--- src/rtl/coh_disp_pkg.sv ---
package coh_disp_pkg;

  typedef enum logic [3:0] {
    EV_NONE       = 4'd0,
    EV_LOAD       = 4'd1,
    EV_STORE      = 4'd2,
    EV_REPLACE    = 4'd3,
    EV_FWD_SHARE  = 4'd4,
    EV_FWD_OWN    = 4'd5,
    EV_INVAL      = 4'd6,
    EV_PUT_DONE   = 4'd7,
    EV_DATA_HOME  = 4'd8,
    EV_DATA_PEER  = 4'd9,
    EV_INV_ACK    = 4'd10
  } evt_e;

  // response type codes
  localparam logic [1:0] RSP_DATA_HOME = 2'd0;
  localparam logic [1:0] RSP_DATA_PEER = 2'd1;
  localparam logic [1:0] RSP_INV_ACK   = 2'd2;

  // forwarded type codes
  localparam logic [2:0] FWD_SHARE    = 3'd0;
  localparam logic [2:0] FWD_OWN      = 3'd1;
  localparam logic [2:0] FWD_INVAL    = 3'd2;
  localparam logic [2:0] FWD_PUT_DONE = 3'd3;

  // processor type codes
  localparam logic [1:0] PROC_LOAD  = 2'd0;
  localparam logic [1:0] PROC_FETCH = 2'd1;
  localparam logic [1:0] PROC_STORE = 2'd2;

  // strobes from control to datapath
  typedef struct packed {
    logic selRsp;
    logic selFwd;
    logic selProc;
    logic useVictim;
    logic raiseErr;
  } disp_strobe_t;

endpackage

--- src/rtl/coh_disp_datapath.sv ---
module coh_disp_datapath
  import coh_disp_pkg::*;
#(
  parameter int ADDR_W   = 16,
  parameter int LINE_OFF = 4,
  parameter int TBE_N    = 4,
  localparam int LINE_W  = ADDR_W - LINE_OFF
) (
  input  logic                    clk,
  input  logic                    rstN,
  input  disp_strobe_t            strobe,
  input  logic [LINE_W-1:0]       rspLine,
  input  logic [LINE_W-1:0]       fwdLine,
  input  logic [ADDR_W-1:0]       procAddr,
  input  logic [TBE_N-1:0]        tbeValid,
  input  logic [TBE_N*LINE_W-1:0] tbeLine,
  input  logic [LINE_W-1:0]       victimLine,
  output logic [LINE_W-1:0]       procLine,
  output logic                    procBlocked,
  output logic [LINE_W-1:0]       evtLine,
  output logic                    errFlag
);

  logic [LINE_OFF-1:0] byteOffsetUnused;
  logic [TBE_N-1:0]    lineMatch;

  assign procLine         = procAddr[ADDR_W-1:LINE_OFF];
  assign byteOffsetUnused = procAddr[LINE_OFF-1:0];

  // one comparator per in-flight entry
  for (genvar i = 0; i < TBE_N; i++) begin : gMatch
    assign lineMatch[i] = tbeValid[i] && (tbeLine[i*LINE_W +: LINE_W] == procLine);
  end

  assign procBlocked = |lineMatch;

  always_comb begin
    if (strobe.useVictim)   evtLine = victimLine;
    else if (strobe.selRsp) evtLine = rspLine;
    else if (strobe.selFwd) evtLine = fwdLine;
    else                    evtLine = procLine;
  end

  always_ff @(posedge clk) begin
    if (!rstN) errFlag <= 1'b0;
    else       errFlag <= strobe.raiseErr;
  end

  AST_VICTIM_ONLY_PROC: assert property (@(posedge clk) disable iff (!rstN)
    strobe.useVictim |-> (strobe.selProc && !procBlocked)) else $error("victim without proc");

endmodule

--- src/rtl/coh_disp_control.sv ---
module coh_disp_control
  import coh_disp_pkg::*;
(
  input  logic         clk,
  input  logic         rstN,
  input  logic         rspValid,
  input  logic [1:0]   rspType,
  input  logic         fwdValid,
  input  logic [2:0]   fwdType,
  input  logic         procValid,
  input  logic [1:0]   procType,
  input  logic         procBlocked,
  input  logic         lookupHit,
  input  logic         setFull,
  input  logic         ctrlStall,
  output disp_strobe_t strobe,
  output logic         evtValid,
  output evt_e         evtCode,
  output logic         rspPop,
  output logic         fwdPop,
  output logic         procPop
);

  logic decErr;
  logic anySel;
  logic accept;

  always_comb begin
    strobe  = '0;
    evtCode = EV_NONE;
    decErr  = 1'b0;
    if (rspValid) begin
      strobe.selRsp = 1'b1;
      case (rspType)
        RSP_DATA_HOME: evtCode = EV_DATA_HOME;
        RSP_DATA_PEER: evtCode = EV_DATA_PEER;
        RSP_INV_ACK:   evtCode = EV_INV_ACK;
        default:       decErr  = 1'b1;
      endcase
    end else if (fwdValid) begin
      strobe.selFwd = 1'b1;
      case (fwdType)
        FWD_SHARE:    evtCode = EV_FWD_SHARE;
        FWD_OWN:      evtCode = EV_FWD_OWN;
        FWD_INVAL:    evtCode = EV_INVAL;
        FWD_PUT_DONE: evtCode = EV_PUT_DONE;
        default:      decErr  = 1'b1;
      endcase
    end else if (procValid && !procBlocked) begin
      strobe.selProc = 1'b1;
      case (procType)
        PROC_LOAD, PROC_FETCH: evtCode = EV_LOAD;
        PROC_STORE:            evtCode = EV_STORE;
        default:               decErr  = 1'b1;
      endcase
      if (!decErr && !lookupHit && setFull) begin
        evtCode          = EV_REPLACE;
        strobe.useVictim = 1'b1;
      end
    end
    strobe.raiseErr = decErr;
  end

  assign anySel   = strobe.selRsp || strobe.selFwd || strobe.selProc;
  assign evtValid = anySel && !decErr;
  assign accept   = decErr || (evtValid && !ctrlStall && !strobe.useVictim);
  assign rspPop   = strobe.selRsp  && accept;
  assign fwdPop   = strobe.selFwd  && accept;
  assign procPop  = strobe.selProc && accept;

  AST_SINGLE_POP: assert property (@(posedge clk) disable iff (!rstN)
    $countones({rspPop, fwdPop, procPop}) <= 1) else $error("multiple pops");
  AST_STALL_HOLDS: assert property (@(posedge clk) disable iff (!rstN)
    (evtValid && ctrlStall) |-> !(rspPop || fwdPop || procPop)) else $error("pop under stall");
  AST_RSP_FIRST: assert property (@(posedge clk) disable iff (!rstN)
    rspValid |-> (!fwdPop && !procPop)) else $error("lower queue over response");
  AST_FWD_OVER_PROC: assert property (@(posedge clk) disable iff (!rstN)
    fwdValid |-> !procPop) else $error("proc over forward");
  AST_BLOCK_HOLD: assert property (@(posedge clk) disable iff (!rstN)
    (procBlocked && !rspValid && !fwdValid) |-> (!procPop && !evtValid)) else $error("blocked line served");
  AST_VICTIM_NO_POP: assert property (@(posedge clk) disable iff (!rstN)
    (evtValid && evtCode == EV_REPLACE) |-> !procPop) else $error("replacement popped");

endmodule

--- src/rtl/coh_event_dispatch.sv ---
module coh_event_dispatch
  import coh_disp_pkg::*;
#(
  parameter int ADDR_W   = 16,
  parameter int LINE_OFF = 4,
  parameter int TBE_N    = 4,
  localparam int LINE_W  = ADDR_W - LINE_OFF
) (
  input  logic                    clk,
  input  logic                    rstN,
  input  logic                    rspValid,
  input  logic [1:0]              rspType,
  input  logic [LINE_W-1:0]       rspLine,
  output logic                    rspPop,
  input  logic                    fwdValid,
  input  logic [2:0]              fwdType,
  input  logic [LINE_W-1:0]       fwdLine,
  output logic                    fwdPop,
  input  logic                    procValid,
  input  logic [1:0]              procType,
  input  logic [ADDR_W-1:0]       procAddr,
  output logic                    procPop,
  input  logic [TBE_N-1:0]        tbeValid,
  input  logic [TBE_N*LINE_W-1:0] tbeLine,
  output logic [LINE_W-1:0]       lookupLine,
  input  logic                    lookupHit,
  input  logic                    setFull,
  input  logic [LINE_W-1:0]       victimLine,
  output logic                    evtValid,
  output logic [3:0]              evtCode,
  output logic [LINE_W-1:0]       evtLine,
  input  logic                    ctrlStall,
  output logic                    errFlag
);

  disp_strobe_t strobe;
  logic         procBlocked;
  evt_e         evtKind;

  coh_disp_control uControl (
    .clk(clk), .rstN(rstN),
    .rspValid(rspValid), .rspType(rspType),
    .fwdValid(fwdValid), .fwdType(fwdType),
    .procValid(procValid), .procType(procType),
    .procBlocked(procBlocked), .lookupHit(lookupHit), .setFull(setFull),
    .ctrlStall(ctrlStall), .strobe(strobe), .evtValid(evtValid),
    .evtCode(evtKind), .rspPop(rspPop), .fwdPop(fwdPop), .procPop(procPop)
  );

  coh_disp_datapath #(.ADDR_W(ADDR_W), .LINE_OFF(LINE_OFF), .TBE_N(TBE_N)) uDatapath (
    .clk(clk), .rstN(rstN), .strobe(strobe),
    .rspLine(rspLine), .fwdLine(fwdLine), .procAddr(procAddr),
    .tbeValid(tbeValid), .tbeLine(tbeLine), .victimLine(victimLine),
    .procLine(lookupLine), .procBlocked(procBlocked),
    .evtLine(evtLine), .errFlag(errFlag)
  );

  assign evtCode = evtKind;

  AST_ERR_AFTER_DROP: assert property (@(posedge clk) disable iff (!rstN)
    errFlag |-> $past((rspPop || fwdPop || procPop) && !evtValid)) else $error("error without drop");

endmodule

--- config.mk ---
export PLATFORM = sky130hd
export DESIGN_NAME = coh_event_dispatch
export DESIGN_NICKNAME = d
export VERILOG_FILES = /design/src/rtl/coh_disp_pkg.sv /design/src/rtl/coh_disp_datapath.sv /design/src/rtl/coh_disp_control.sv /design/src/rtl/coh_event_dispatch.sv
export SDC_FILE = /design/constraint.sdc
export NUM_CORES = 1
export LEC_CHECK = 0
export ABC_AREA = 1
export BUFFER_PORTS_ARGS = -buffer_cell sky130_fd_sc_hd__clkbuf_2
export CAP_MARGIN = 20
export CORE_MARGIN = 2
export CORE_UTILIZATION = 40
export CTS_CLUSTER_DIAMETER = 100
export DETAILED_ROUTE_END_ITERATION = 10
export PLACE_DENSITY = 0.95
export SLEW_MARGIN = 20
export SYNTH_ARGS = -nofsm -noshare
export SYNTH_HDL_FRONTEND = slang
export SYNTH_SLANG_ARGS = --single-unit
--- constraint.sdc ---
create_clock -name clk -period 3.3 [get_ports clk]
set_clock_uncertainty 0.15 [all_clocks]
set_input_delay 0.33 -clock clk [delete_from_list [all_inputs] [get_ports clk]]
set_output_delay 0.33 -clock clk [all_outputs]
set_load 0.02 [all_outputs]
==> reports/qor.txt, run 1 <==
status = completed
Final TNS setup = 0 ps
DR iter-0 viols = 73
DRT antenna net count = 0
post-synth top area share = 29.5%
Rows = 22
Detailed Route WL = 5200 um
Critical-path top delay cell = nand3_4
leading area contributor after synthesis = nand2_1
Slew HR = 65.6%
Largest regs = uDatapath.errFlag: 1 flops
number of global-route vias before repair = 2022
Tot GR Track Use = 21.9%
routability cong. = 0.877
Post-CTS Resized = 0
# setup viols final = 0
cell family with most CP delay = simple AND/OR/NAND/NOR gates
Critical Path Source Type = primary input
initial antenna violation count = 0
sequential share of the synthesized area = 1.27%
period utilisation layout = 79.4%
setup ws final = 680 ps
crit path max fanout = 26
P_leak = 0.00145 uW
worst hold-check path type = primary input to flip-flop
max_cap viols = 0
Area contributors post-synth = nand2_1 29%, inv_1 10%, nor2_1 10%, a21oi_2 6.7%, a221oi_1 6.7%
Nets = 569
Worst Setup Path Type = primary input to output pin
most numerous cell in the Yosys netlist = nand2_1
crit-path cells = clkbuf_2 > inv_1 > o21ai_0 > nor2_1 > nand2_1 > nor2_1 > nand2_1 > nand2_2 > nor2_4 > nand3_4 > nand3_1 > a21oi_1 > clkbuf_2
met2 routed WL = 2610 um
synth warn = 0
Max Transition Viols Final = 0
Slew @ Worst Pin = 516 ps
Synthesized Nets = 439
Non-Filler Instances = 496
total chip power = 312 uW
DIE HEIGHT = 66.9 um
Mapped Avg Cell Area = 4.94 um^2
number of synthesized register bits = 1
Tmin final = 2620 ps
number of antenna cells inserted = 0
share of cells above drive strength 1 = 40.6%
largest net degree at the start of global routing = 28
WP buf/inv = 3
post-CTS setup buffers = 0
Die Wd = 66.9 um
unrepaired setup endpoints after global routing = no
Worst-path clk slew = 0 ps
Commonest cells post-synth = 124 x nand2_1, 43 x inv_1, 42 x nor2_1
fillers = 397
worst slack, placed = 713 ps
Largest register FFs = 1
data required time at the worst endpoint = 2820 ps
Critical Path End Type = output pin
Vias = 2278
Via-to-Cell Ratio = 4.59
VDD IR max = 0.0000603 V
first-pass GRT wire length = 7910 um
Post-DP HPWL = 4640 um
EDFF count, synth = 0
hold_buf cts = 0
WL met3 = 386 um
Arr. time, crit path = 2140 ps
wire length per cell = 10.5 um
P per Cell Area = 141 nW/um^2
drt drc = 0
die area = 4470 um^2
WHS = 397 ps
cell count after placement = 496
Async SR Flop Fraction = 0%
Hold Vio Cnt, Final = 0
metal1 wirelength = 2180 um
Mapped Cells = 320
fmax = 0.382 GHz
Port Buf Inserts = 147
register name with the most flops = uDatapath.errFlag
Starting Density = 42.5%
area grow syn2layout = 40.4%
total global routing overflow = 0
CP max stage delay = 280 ps
Top FF cell, synth = dfxtp_1
synth unique cells = 28
Mapped Area = 1580 um^2
DR top layer = met4
Core Footprint = 3720 um^2
drt pass-1 iters = 4
IO Pins = 152
==> placed cells by master, fill, tap and decap left out, types with 2 or more instances in the layout <==
cell type | Yosys | final
clkbuf_2 | 0 | 147
nand2_1 | 124 | 124
inv_1 | 43 | 43
nor2_1 | 42 | 42
nor3_1 | 13 | 13
a221oi_1 | 12 | 12
a21oi_2 | 12 | 12
inv_2 | 10 | 10
nand3_1 | 7 | 7
nor2_2 | 7 | 7
a21oi_1 | 6 | 6
or2_0 | 5 | 5
xnor2_1 | 4 | 4
o21ai_0 | 3 | 3
nand4_1 | 2 | 2
xor2_1 | 2 | 2
nand3_4 | 2 | 2
==> area by class of cell <==
class	count	area [um^2]	area share (%)
Tap cell	48	60.1	2.71
Multi-Input combinational cell	247	1200	54.3
Sequential cell	1	20.0	0.902
Inverter	53	199	8.97
Timing Repair Buffer	147	736	33.2
==> routing by layer <==
| metal | vias to the layer above | global-route usage [%] |
|---|---|---|
| met4 | 0 | 1.53 |
| met1 | 945 | 25.5 |
| li1 | 1240 | - |
| met5 | - | 0 |
| met2 | 91 | 45.1 |
| met3 | 2 | 0.845 |
==> per-stage QoR <==
| step | area [um^2] | util [%] |
|---|---|---|
| after floorplan | 1580 | - |
| after global placement | 2220 | 59.7 |
| after detailed placement | 2220 | 59.7 |
| after CTS | 2220 | 59.7 |
| after global routing | 2220 | 59.7 |
| final | 2220 | 59.7 |
==> kinds of logic (layout without fill, tap and decap cells) <==
group	count (synthesis)	after routing	synth area share, %
xor+xnor	6	6	3.33
buf+inv	72	200	22.6
flops	1	1	1.27
simple gates	206	206	55.7
compound gates	35	35	17.2
==> path summary, 6_finish.rpt <==
path	start	depth (start not counted)	slack (ps)	to
worst max-delay path	procAddr[4]	13	680	rspPop
worst min-delay path	rstN	3	400	uDatapath.errFlag
==> where the power goes <==
part | leakage, uW | switching (uW) | internal, uW
Combinational | 0.00144 | 173 | 126
Clock | 0 | 0 | 0
Sequential | 0.00000829 | 0.182 | 13.2
Total | 0.00145 | 173 | 139
Note: power is estimated with default switching activity, not from simulation.
==> inputs of run 2 (changes only) <==
ABC_AREA = 0   (was 1)
CORE_UTILIZATION = 35   (was 40)
PLACE_DENSITY = 0.91   (was 0.95)
clock period = 2.5 ns   (was 3.3 ns; I/O delays follow)
==> run 2 against run 1 <==
  * Critical path depth down 4
  * Synthesized area fell by 14%
  * Sequential power grew 33%
  * Synthesized cell count decreased by 45%
  * Largest cell class unchanged
  * First-iteration DRC count shrank 71%
==> reports/qor.txt, run 2 <==
sequential share of the synthesized area = 1.47% (+0.21 points)
most frequent cells in the layout = 138 x clkbuf_2, 42 x xnor2_1, 20 x nand2_1
drt drc = 0 (unchanged)
Detailed Route WL = 4630 um (-11%)
Port Buf Inserts = 147 (unchanged)
Worst Setup Path Type = primary input to output pin
compound-cell area share of the yosys netlist = 10.2% (-7.0 points)
largest net degree at the start of global routing = 31 (+11%)
Top FF cell, synth = dfxtp_1
Synthesized Nets = 295 (-33%)
hold_buf cts = 0 (unchanged)
Area contributors post-synth = xnor2_1 31%, buf_4 12%, mux2_4 11%, mux2i_1 9.6%, nand2_1 5.5%
Tot GR Track Use = 19.7% (-2.2 points)
Via-to-Cell Ratio = 4.76 (+3.6%)
DR iter-0 viols = 21 (-71%)
most frequent cell on the critical path = clkbuf_2
Core Footprint = 3690 um^2 (-0.74%)
EDFF count, synth = 0 (unchanged)
Commonest cells post-synth = 48 x xnor2_1, 21 x buf_4, 20 x nand2_1
Largest regs = uDatapath.errFlag: 1 flops
post-synth top area share = 31.0% (+1.5 points)
crit-path cells = clkbuf_2 > xnor2_1 > nand3_1 > o41ai_4 > nor4_4 > nand2_2 > buf_12 > mux2_2 > clkbuf_2
Largest register FFs = 1 (unchanged)
mux cell area share after synthesis = 22.3% (+22 points)
placed instance area = 1990 um^2 (-10%)
P per Cell Area = 199 nW/um^2 (+42%)
WP buf/inv = 3 (unchanged)
Async SR Flop Fraction = 0% (unchanged)
DRT antenna net count = 0 (unchanged)
WHS = 316 ps (-81.0 ps)
leading area contributor after synthesis = xnor2_1
synth warn = 0 (unchanged)
Critical Path End Type = output pin
wire length per cell = 13.4 um (+28%)
VDD IR max = 0.000113 V (+87%)
worst hold-check path type = primary input to flip-flop
CP max stage delay = 440 ps (+160 ps)
Mapped Area = 1360 um^2 (-14%)
Nets = 419 (-26%)
cell area after layout = 2120 um^2 (-4.6%)
Tmin final = 2440 ps
Rows = 22 (unchanged)
Slew HR = 76.6% (+11 points)
drt pass-1 iters = 4 (unchanged)
area grow syn2layout = 55.9%
synthesized-area fraction occupied by adder cells = 0% (unchanged)
main combinational cell family by area after synthesis = XOR/XNOR gates
fmax = 0.410 GHz
Slew @ Worst Pin = 348 ps (-168 ps)
Max Transition Viols Final = 0 (unchanged)
DIE HEIGHT = 66.3 um (-0.86%)
Critical-path top delay cell = o41ai_4
cell count after placement = 346 (-30%)
max_cap viols = 0 (unchanged)
period utilisation layout = 97.5%
synth unique cells = 27 (-3.6%)
number of global-route vias before repair = 1605 (-21%)
IO Pins = 152 (unchanged)
most numerous cell in the Yosys netlist = xnor2_1
routability cong. = 0.787 (-10%)
Vias = 1646 (-28%)
share of cells above drive strength 1 = 59.7% (+19 points)
Synth Area in XOR/XNOR = 31.0% (+28 points)
Worst-path clk slew = 0 ps (unchanged)
status = completed
commonest non-fill, non-tap cell in the layout = clkbuf_2
first-pass GRT wire length = 6820 um (-14%)
Post-Synth Simple-Gate Area = 18.3% (-37 points)
crit path max fanout = 6 (-77%)
# setup viols final = 0 (unchanged)
Hold Vio Cnt, Final = 0 (unchanged)
data required time at the worst endpoint = 2100 ps (-720 ps)
Die Wd = 66.3 um (-0.86%)
Mapped Cells = 176 (-45%)
Mapped Avg Cell Area = 7.71 um^2 (+56%)
final core occ = 57.4% (-2.3 points)
Post-DP HPWL = 4190 um (-9.9%)
Non-Filler Instances = 346 (-30%)
Starting Density = 36.8% (-5.7 points)
die area = 4390 um^2 (-1.7%)
register name with the most flops = uDatapath.errFlag
P_leak = 0.00115 uW (-21%)
initial antenna violation count = 0 (unchanged)
Critical Path Source Type = primary input
Arr. time, crit path = 2040 ps (-100 ps)
cell family with most CP delay = buffers and inverters
total global routing overflow = 0 (unchanged)
number of synthesized register bits = 1 (unchanged)
number of antenna cells inserted = 0 (unchanged)
post-CTS setup buffers = 0 (unchanged)
==> run 2: changes by cell type after synthesis, moves of 12 or more <==
cell,delta
xnor2_1,+44
a21oi_2,-12
nand2_1,-104
mux2i_1,+13
nor2_1,-37
nor3_1,-12
a221oi_1,-12
inv_1,-42
==> run 2: cells by family after synthesis <==
group / count (synthesis)
mux: 25
simple gates: 49
compound gates: 22
flops: 1
xor+xnor: 48
buf+inv: 31
==> run 2: worst paths after layout <==
check	start	end	slack (ps)	cells past startpoint
hold / removal	rstN	uDatapath.errFlag	320	3
setup / recovery	procAddr[4]	evtLine[11]	60	9
==> run 2: tightest hold or removal path: stages <==
cell	delay, ps
clkbuf_2	80
nand2_1	50
a21oi_1	30
==> run 2: area by class of cell <==
class | count | area, um^2
Multi-Input combinational cell | 144 | 1220
Inverter | 1 | 3.75
Fill cell | 358 | 1570
Sequential cell | 1 | 20.0
Timing Repair Buffer | 152 | 811
Tap cell | 48 | 60.1
==> run 2: routing by layer <==
metal,up-vias,part of all wire [%],global-route usage (%)
met4,0,1.4,3.32
met2,99,54,42.1
met3,6,9.0,0.852
li1,832,-,-
met5,-,0,0
met1,709,36,20.8
==> run 2: through the flow <==
stage          setup TNS [ps]  setup WS, ps  power, uW
6_report                    0          62.4        422
5_1_grt                 -32.4         -18.5        456
4_1_cts                     0          24.5        403
3_5_place_dp                0          1.09        402
3_3_place_gp                0          51.1        392
2_1_floorplan               0           334        268
==> run 2: repair_timing <==
item / in CTS / in global routing
setup endpoints to repair: 2 / 14
pin swaps: 1 / 8
resized for setup: 0 / 29
==> run 2: power breakdown <==
group | total [uW] | leakage (uW) | internal (uW) | switching (uW)
clock | 0 | 0 | 0 | 0
combinational | 404 | 0.00114 | 204 | 200
sequential | 17.8 | 0.00000831 | 17.4 | 0.393
total | 422 | 0.00115 | 221 | 201
==> inputs of run 3 (changes only) <==
BUFFER_PORTS_ARGS = unset   (was -buffer_cell sky130_fd_sc_hd__clkbuf_2)
CORE_MARGIN = 8   (was 2)
CORE_UTILIZATION = 55   (was 35)
DONT_BUFFER_PORTS = 1   (was unset)
PLACE_DENSITY = 0.79   (was 0.91)
==> run 3 against run 2 <==
  * Global-route usage down 1.7 points
  * Sequential share of layout area is 0.73 points higher
  * Worst hold slack got worse by 84 ps
  * First-iteration DRC count grew 110%
  * Final cell count down 48%
  * Critical path depth decreased by 3
  * Cell area down 44%
  * Routed wire length is 4.9% lower
  * Via count down 30%
==> reports/qor.txt, run 3 (synthesis results as in run 2) <==
status = completed
Rows = 18 (-18%)
drt drc = 0 (unchanged)
Final TNS setup = 0 ps (unchanged)
wire length per cell = 24.6 um (+84%)
most frequent cells in the layout = 48 x xnor2_1, 20 x nand2_1, 13 x mux2i_1, 13 x o21ai_0, 10 x mux2_4
Die Wd = 65.7 um (-0.91%)
Largest register FFs = 1 (unchanged)
DRT antenna net count = 0 (unchanged)
busiest grt layer = met2
die area = 4310 um^2 (-1.8%)
GR Util met2 = 36.5% (-5.6 points)
Max Transition Viols Final = 0 (unchanged)
Critical Path Source Type = primary input
WHS = 232 ps (-83.7 ps)
Critical Path End Type = output pin
crit path max fanout = 12 (+6)
Core Footprint = 2410 um^2 (-35%)
Slew HR = 53.0% (-24 points)
share of cells above drive strength 1 = 13.4% (-46 points)
commonest non-fill, non-tap cell in the layout = xnor2_1
DIE HEIGHT = 65.7 um (-0.91%)
Tmin final = 2250 ps (-184 ps)
worst hold-check path type = primary input to flip-flop
first-pass GRT wire length = 6240 um (-8.5%)
hold path startpoint = rstN
largest net degree at the start of global routing = 32 (+3.2%)
Detailed Route WL = 4400 um (-4.9%)
data required time at the worst endpoint = 2100 ps (about the same)
DR iter-0 viols = 45 (+110%)
fmax = 0.444 GHz (+8.2%)
Worst Setup Path Type = primary input to output pin
Tot GR Track Use = 18.0% (-1.7 points)
post-CTS setup buffers = 0 (unchanged)
area grow syn2layout = -12.0%
routability cong. = 0.807 (+2.5%)
Arr. time, crit path = 1850 ps (-190 ps)
Largest regs = uDatapath.errFlag: 1 flops
Slew @ Worst Pin = 698 ps (+350 ps)
drt pass-1 iters = 6 (+2)
Post-CTS Resized = 0 (unchanged)
met1 usage = 16.7% (-4.0 points)
number of global-route vias before repair = 1259 (-22%)
Vias = 1145 (-30%)
number of antenna cells inserted = 0 (unchanged)
unrepaired setup endpoints after global routing = no
IO Pins = 152 (unchanged)
Post-DP HPWL = 3970 um (-5.3%)
max_cap viols = 0 (unchanged)
# setup viols final = 0 (unchanged)
period utilisation layout = 90.1% (-7.4 points)
Crit. Startpoint = procAddr[6]
Hold Vio Cnt, Final = 0 (unchanged)
Via-to-Cell Ratio = 6.40 (+34%)
VDD IR max = 0.000110 V (-2.3%)
P per Cell Area = 188 nW/um^2 (-5.6%)
Worst-path clk slew = 0 ps (unchanged)
initial antenna violation count = 0 (unchanged)
hold_buf cts = 0 (unchanged)
met3 layer usage reported by global route = 6.97% (+6.1 points)
register name with the most flops = uDatapath.errFlag
fillers = 242 (-32%)
Port Buf Inserts = 0 (-100%)
P_leak = 0.000438 uW (-62%)
total global routing overflow = 0 (unchanged)
Starting Density = 56.3% (+20 points)
Nets = 270 (-36%)
## run 3: critical path, stage by stage
cell	delay (ps)
xnor2_1	110
nand4_1	110
nor4_1	70
nor4_2	520
nand2_2	360
mux2_2	440
## run 3: metrics by stage
stage	instance area (um^2)	std cells	worst slack [ps]	utilization [%]	power, uW
after floorplan	1360	176	334	-	268
after global placement	1190	179	294	49.6	222
after detailed placement	1190	179	203	49.6	227
after CTS	1190	179	200	49.6	228
after global routing	1190	179	72.3	49.6	243
final	1190	179	247	49.6	225
## run 3: per-layer routing
metal	vias to the layer above	part of all wire, %
met4	0	0.66
met1	533	32
met2	81	55
li1	527	-
met3	4	12
met5	-	0
## run 3: path summary, 6_finish.rpt
path                             to  slack (ps)  cells after the start
setup / recovery         evtLine[0]         250                      6
hold / removal    uDatapath.errFlag         230                      2
## run 3: report_power, final
| part | internal (uW) | switching, uW | leakage (uW) |
|---|---|---|---|
| registers | 17.5 | 1.84 | 0.00000831 |
| logic | 110 | 95.3 | 0.000429 |
| clock network | 0 | 0 | 0 |
| total | 128 | 97.1 | 0.000438 |
## run 3: area by class of cell
type | count | area, um^2 | share of cell area, %
multi-input combinational | 144 | 1110 | 93.0
tap | 30 | 37.5 | 3.14
timing repair buffer | 3 | 22.5 | 1.88
sequential | 1 | 20.0 | 1.68
inverter | 1 | 3.75 | 0.314
